### src/rtl/sal_pkg.sv
package sal_pkg;
  localparam int LANE_W  = 8;
  localparam int N_LANES = 8;
  localparam int WORD_W  = LANE_W * N_LANES;
  localparam int HALF    = N_LANES / 2;

  typedef enum logic [1:0] {
    PM_FULL = 2'b00,
    PM_HALF = 2'b01,
    PM_BYTE = 2'b10,
    PM_RSVD = 2'b11
  } part_mode_e;
endpackage

### src/rtl/sal_slice.sv
module sal_slice #(
  parameter int W = 8
) (
  input  logic [W-1:0] a,
  input  logic [W-1:0] b,
  input  logic         sub,
  input  logic         cin,
  output logic [W-1:0] s,
  output logic         cout
);
  logic [W-1:0] b_eff;
  assign b_eff = b ^ {W{sub}};
  assign {cout, s} = {1'b0, a} + {1'b0, b_eff} + {{W{1'b0}}, cin};
endmodule

### src/rtl/sal_part_ctrl.sv
module sal_part_ctrl
  import sal_pkg::*;
#(
  parameter int NL = N_LANES
) (
  input  part_mode_e    pmode,
  input  logic [1:0]    en,
  output logic [NL-1:0] cut,
  output logic [NL-1:0] lane_we,
  output logic [NL-1:0] flag_used,
  output logic [NL-1:0] flag_we
);
  localparam int HL = NL / 2;

  always_comb begin
    cut       = '0;
    lane_we   = '0;
    flag_used = '0;
    flag_we   = '0;
    cut[0]    = 1'b1;
    case (pmode)
      PM_HALF: begin
        cut[HL]      = 1'b1;
        flag_used[0] = 1'b1;
        flag_used[1] = 1'b1;
        flag_we[0]   = en[0];
        flag_we[1]   = en[1];
        for (int k = 0; k < NL; k++)
          lane_we[k] = (k < HL) ? en[0] : en[1];
      end
      PM_BYTE: begin
        cut       = '1;
        lane_we   = {NL{en[0]}};
        flag_used = '1;
        flag_we   = {NL{en[0]}};
      end
      default: begin
        lane_we      = {NL{en[0]}};
        flag_used[0] = 1'b1;
        flag_we[0]   = en[0];
      end
    endcase
  end
endmodule

### src/rtl/sal_flag_map.sv
module sal_flag_map
  import sal_pkg::*;
#(
  parameter int NL = N_LANES
) (
  input  part_mode_e    pmode,
  input  logic [NL-1:0] lane_co,
  output logic [NL-1:0] flags
);
  localparam int HL = NL / 2;

  always_comb begin
    flags = '0;
    case (pmode)
      PM_HALF: begin
        flags[0] = lane_co[HL-1];
        flags[1] = lane_co[NL-1];
      end
      PM_BYTE: flags = lane_co;
      default: flags[0] = lane_co[NL-1];
    endcase
  end
endmodule

### src/rtl/split_add_lane.sv
module split_add_lane
  import sal_pkg::*;
#(
  parameter int LW = LANE_W,
  parameter int NL = N_LANES
) (
  input  logic           clk,
  input  logic           rst_n,
  input  logic           in_valid,
  output logic           in_ready,
  input  logic [LW*NL-1:0] op_a,
  input  logic [LW*NL-1:0] op_b,
  input  logic           op_sub,
  input  logic [1:0]     mode,
  input  logic [1:0]     en,
  output logic           out_valid,
  input  logic           out_ready,
  output logic [LW*NL-1:0] res,
  output logic [NL-1:0]  carry
);
  localparam int DW = LW * NL;

  part_mode_e    pmode;
  logic [NL-1:0] cut, lane_we, flag_used, flag_we;
  logic [NL-1:0] lane_co, lane_ci, flags_new;
  logic [DW-1:0] sum;
  logic [DW-1:0] res_q;
  logic [NL-1:0] carry_q;
  logic          vld_q;
  logic          accept;

  assign pmode  = part_mode_e'(mode);
  assign in_ready = !vld_q || out_ready;
  assign accept = in_valid && in_ready;

  sal_part_ctrl #(.NL(NL)) u_ctrl (
    .pmode(pmode), .en(en), .cut(cut), .lane_we(lane_we),
    .flag_used(flag_used), .flag_we(flag_we)
  );

  for (genvar k = 0; k < NL; k++) begin : g_lane
    if (k == 0) begin : g_first
      assign lane_ci[k] = op_sub;
    end else begin : g_rest
      assign lane_ci[k] = cut[k] ? op_sub : lane_co[k-1];
    end
    sal_slice #(.W(LW)) u_slice (
      .a   (op_a[k*LW +: LW]),
      .b   (op_b[k*LW +: LW]),
      .sub (op_sub),
      .cin (lane_ci[k]),
      .s   (sum[k*LW +: LW]),
      .cout(lane_co[k])
    );
  end

  sal_flag_map #(.NL(NL)) u_flags (
    .pmode(pmode), .lane_co(lane_co), .flags(flags_new)
  );

  always_ff @(posedge clk or negedge rst_n) begin
    if (!rst_n) begin
      vld_q   <= 1'b0;
      res_q   <= '0;
      carry_q <= '0;
    end else begin
      if (accept)         vld_q <= 1'b1;
      else if (out_ready) vld_q <= 1'b0;
      if (accept) begin
        for (int k = 0; k < NL; k++) begin
          if (lane_we[k]) res_q[k*LW +: LW] <= sum[k*LW +: LW];
          if (!flag_used[k])   carry_q[k] <= 1'b0;
          else if (flag_we[k]) carry_q[k] <= flags_new[k];
        end
      end
    end
  end

  assign out_valid = vld_q;
  assign res       = res_q;
  assign carry     = carry_q;
endmodule

### config.mk
export PLATFORM = sky130hd
export DESIGN_NAME = split_add_lane
export DESIGN_NICKNAME = d
export VERILOG_FILES = /design/src/rtl/sal_pkg.sv /design/src/rtl/sal_slice.sv /design/src/rtl/sal_part_ctrl.sv /design/src/rtl/sal_flag_map.sv /design/src/rtl/split_add_lane.sv
export SDC_FILE = /design/constraint.sdc
export NUM_CORES = 1
export LEC_CHECK = 0
export ABC_AREA = 1
export BUFFER_PORTS_ARGS = -buffer_cell sky130_fd_sc_hd__buf_4
export CAP_MARGIN = 20
export CORE_ASPECT_RATIO = 0.6
export CORE_MARGIN = 2
export CORE_UTILIZATION = 35
export CTS_CLUSTER_DIAMETER = 100
export DETAILED_ROUTE_END_ITERATION = 8
export PLACE_DENSITY = 0.7
export SLEW_MARGIN = 30
export SYNTH_ARGS = -nofsm -noshare
export SYNTH_HDL_FRONTEND = slang
export SYNTH_SLANG_ARGS = --single-unit
### constraint.sdc
create_clock -name clk -period 1.4 [get_ports clk]
set_input_delay 0.28 -clock clk [delete_from_list [all_inputs] [get_ports clk]]
set_output_delay 0.28 -clock clk [all_outputs]
set_load 0.02 [all_outputs]
==> summary.md <==
| Metric | Value |
|---|---|
| Net count of the mapped netlist | about 1000 |
| Path length in cells of the critical path | 76 |
| Startpoint type of the worst setup path | input port |
| Peak Freq | 96.7 MHz |
| Average wire length per cell after detail routing | 16.2 µm |
| First-pass GRT wire length | approximately 37000 µm |
| Worst R2R Setup Slack | 0.01 ns |
| Top-level I/O count | 211 |
| Highest cell delay on the worst timing path | 0.42 ns |
| Number of buffers on the longest clock path | 2 |
| Flip-flop and latch count after synthesis | 73 |
| Vias per std cell | around 4.8 |
| Violations in the final reports | negative setup slack |
| Timing endpoint of the critical path | res[46]$_DFFE_PN0P_ |
| Gr ovfl total | 0 |
| Power density relative to cell area | around 1200 mW/mm² |
| Share of synthesized area occupied by flip-flops and latches | 28.1% |
| Busiest layer in global routing | met2 |
| Reg2reg end | res[54]$_DFFE_PN0P_ |
| YS warnings | 0 |
| Worst slew margin relative to its limit | 64.2% |
| Worst Path Arrival | 10.56 ns |
| Critical register-to-register path startpoint | out_valid$_DFFE_PN0P_ |
| Leakage power summed over all cells | roughly 6 nW |
| Post-synthesis average cell area | 7.89 µm² |
| CP max-delay cell | sky130_fd_sc_hd__fa_2 |
| Transition at the pin with the smallest max-transition slack | 0.537 ns |
| Maximum fanout along the worst path | 7 |
| Worst EP required | around 1.6 ns |
| Final Hold Vio Count | 0 |
| Post-Synthesis Cells | 824 |
| Total power draw | 13.0 mW |
| Via count of the first global-routing pass | 7269 |
| Crit share post-route | 739% |
| Launch point of the worst path | op_sub |
| Reported max-cap violation count | 0 |
| Met1 Track Usage GR | 32.7% |
| Placer congestion estimate | 0.882 |
| Number of design rule violations left after detail routing | 0 |
| Die W | 180 µm |
| Kind of end point of the critical path | flip-flop |
| Global-route usage over all layers | 24.2% |
| Top Family by Delay on Critical Path | adder cells |
| Shortest period the worst path allows | between 10 and 15 ns |
| Total negative setup slack | -321.35 ns |
| IR drop worst, VDD | about 550 µV |
| Antenna cells | 0 |
| Final setup slack of the worst path | -8.94 ns |
| Rows | 38 |
| Final setup skew | 0.00414 ns |
| Antenna violations before repair | 0 |
| Clock root cell | sky130_fd_sc_hd__clkbuf_16 |
| Unrepaired setup endpoints after global routing | true |
| Starting DRT DRC Count | 375 |
| Antenna Nets Post-Route | 0 |
| Vias post-DR | 7238 |
| Post-Route WL | 24600 µm |
| Max-slew violations | 0 |
| Number of non-filler instances in the completed layout | 1519 |
| Placed cells | 1406 |
| Final Instance Area | 0.0112 mm² |
| Hold crit path type | in2reg |
| Global-route track usage on met3 | about 5.9% |
| Outcome | finished, violations left |
| Total number of H-tree levels | 3 |
| Total iterations of the first detailed-routing run | 5 |
| Clock insertion delay at the later pin of the skew report | 0.33 ns |
| CTS sink count | 73 |
| Placeable core region | around 0.018 mm² |
| Vertical die dimension | 110 µm |
| Largest net degree at the start of global routing | 42 |
| Worst r2r path cells | 7 |
| Die Footprint | 0.0197 mm² |
| Met2 routing resource usage after global routing | between 30% and 40% |
| Count of buffers inserted at the top-level ports | 210 |
| Final setup violation count | between 60 and 70 |
| Layout-stage area growth over the synthesis result | 73.0% |
| Yosys cell types | 34 |
| Placement Cell Area | 0.00952 mm² |
| Initial Util | 35.9% |
| Clk pin slew, worst setup/hold paths | 0.06 ns |
| Fin nets | 1485 |
| TritonCTS clock tree | yes |
| WP buf/inv | 35 |
| CTS buffer count | 9 |
| Placed wire-length estimate | 16900 µm |
| Final Hold Slack | 0.245 ns |
| Fraction of layout instances using a drive strength above 1 | 50.8% |
| Mapped cell area | around 0.0065 mm² |
| Kind of critical path | in2reg |
| Most frequent cell on the critical path | sky130_fd_sc_hd__buf_4 |
[registers in the layout, indices dropped and copies added, names as in the netlist]
register / cells
out_valid: 1
carry: 8
res: 64
[cell usage in the layout (no fill, tap or decap), types with 25 or more instances in the layout]
cell type and n:
sky130_fd_sc_hd__nand3_1 37, sky130_fd_sc_hd__dfrtp_1 73, sky130_fd_sc_hd__a21oi_1 41, sky130_fd_sc_hd__ha_1 58
sky130_fd_sc_hd__nand2_1 183, sky130_fd_sc_hd__buf_4 380, sky130_fd_sc_hd__nand2_2 62, sky130_fd_sc_hd__xor2_1 49
sky130_fd_sc_hd__o21ai_1 25, sky130_fd_sc_hd__inv_1 81, sky130_fd_sc_hd__buf_6 70, sky130_fd_sc_hd__o21ai_2 27
[cell usage after synthesis]
| library cell | number | share of area (%) |
|---|---|---|
| sky130_fd_sc_hd__nor2_1 | 24 | 1.4 |
| sky130_fd_sc_hd__buf_12 | 6 | 1.8 |
| sky130_fd_sc_hd__nor3_1 | 1 | 0.077 |
| sky130_fd_sc_hd__a21oi_1 | 42 | 3.2 |
| sky130_fd_sc_hd__and3_1 | 1 | 0.096 |
| sky130_fd_sc_hd__nand3b_1 | 12 | 1.4 |
| sky130_fd_sc_hd__xnor2_1 | 27 | 3.6 |
| sky130_fd_sc_hd__o21ai_2 | 18 | 2.4 |
| sky130_fd_sc_hd__nand2_2 | 28 | 2.7 |
| sky130_fd_sc_hd__buf_4 | 1 | 0.12 |
| sky130_fd_sc_hd__fa_1 | 15 | 4.6 |
| sky130_fd_sc_hd__inv_2 | 5 | 0.29 |
| sky130_fd_sc_hd__o211ai_1 | 5 | 0.58 |
| sky130_fd_sc_hd__and2_4 | 1 | 0.13 |
| sky130_fd_sc_hd__xor2_1 | 56 | 7.5 |
| sky130_fd_sc_hd__o31ai_1 | 1 | 0.12 |
| sky130_fd_sc_hd__or2_2 | 8 | 0.77 |
| sky130_fd_sc_hd__nand2_4 | 5 | 0.87 |
| sky130_fd_sc_hd__buf_2 | 11 | 0.85 |
| sky130_fd_sc_hd__inv_1 | 86 | 5.0 |
| sky130_fd_sc_hd__inv_12 | 1 | 0.25 |
| sky130_fd_sc_hd__nand2_8 | 1 | 0.31 |
| sky130_fd_sc_hd__dfrtp_1 | 73 | 28 |
| sky130_fd_sc_hd__nor2_8 | 1 | 0.31 |
| sky130_fd_sc_hd__ha_1 | 58 | 11 |
| sky130_fd_sc_hd__o21ai_0 | 31 | 2.4 |
| sky130_fd_sc_hd__nand3_1 | 52 | 4.0 |
| sky130_fd_sc_hd__clkbuf_1 | 2 | 0.12 |
| sky130_fd_sc_hd__nand4_1 | 9 | 0.87 |
| sky130_fd_sc_hd__o21ai_1 | 10 | 0.77 |
| sky130_fd_sc_hd__o21a_1 | 7 | 0.81 |
| sky130_fd_sc_hd__buf_6 | 1 | 0.17 |
| sky130_fd_sc_hd__nand2_1 | 223 | 13 |
| sky130_fd_sc_hd__o21bai_1 | 2 | 0.23 |
[layout make-up]
cell class / count / area (µm²)
multi-input cells: 638 / 4640
well taps: 240 / 300
inverters: 92 / 358
flip-flops and latches: 73 / 1830
clock inverters: 4 / 45.0
fillers: 1517 / 6870
repair buffers: 461 / 3850
clock buffers: 11 / 233
[cell families after synthesis]
| family | synth area share (%) |
|---|---|
| fa+ha+maj | 15.8 |
| compound gates | 10.5 |
| flops | 28.1 |
| xor+xnor | 11.2 |
| simple gates | 25.8 |
| buf+inv | 8.60 |
[metrics by stage]
step	setup slack (ns)	utilization [%]
floorplan	-8.24	-
global placement	-8.67	52.6
detailed placement	-8.91	52.6
CTS	-8.38	59.5
global route	-9.39	62.1
finish	-8.94	62.1
[routing by layer]
layer  part of all wire [%]  vias to the layer above
li1                       -                     3556
met1                     46                     3376
met2                     45                      256
met3                    6.5                       50
met4                    2.5                        0
met5                      0                        -
[worst min path at each step]
stage,from,endpoint,slack (ns),cells past startpoint
2_1_floorplan,rst_n,carry[0]$_DFFE_PN0P_,-0.02,0
3_3_place_gp,rst_n,res[52]$_DFFE_PN0P_,0.27,2
3_5_place_dp,rst_n,res[52]$_DFFE_PN0P_,0.28,2
4_1_cts,out_ready,out_valid$_DFFE_PN0P_,0.23,4
5_1_grt,in_valid,out_valid$_DFFE_PN0P_,0.23,3
6_report,out_ready,out_valid$_DFFE_PN0P_,0.25,4
[where the power goes]
| group | switching (mW) | internal (mW) | leakage, nW | total (mW) |
|---|---|---|---|---|
| registers | 0.470 | 2.69 | 0.911 | 3.16 |
| clock network | 0.902 | 1.36 | 0.139 | 2.27 |
| logic | 3.69 | 3.86 | 4.96 | 7.54 |
| total | 5.06 | 7.92 | 6.01 | 13.0 |
[worst min-delay path: stages]
cell                      delay (ns)
sky130_fd_sc_hd__buf_4          0.08
sky130_fd_sc_hd__inv_2          0.03
sky130_fd_sc_hd__nand2_4        0.08
sky130_fd_sc_hd__nand2_1        0.06
[what timing repair did]
| item | CTS | global route |
|---|---|---|
| hold endpoints to repair | 73 | 0 |
| setup buffers | 102 | 48 |
| gates resized for setup | 78 | 102 |
| setup endpoints to repair | 69 | 69 |
| hold buffers | 1 | 0 |
| pin swaps | 27 | 52 |
Power figures use the tool's default switching activity.
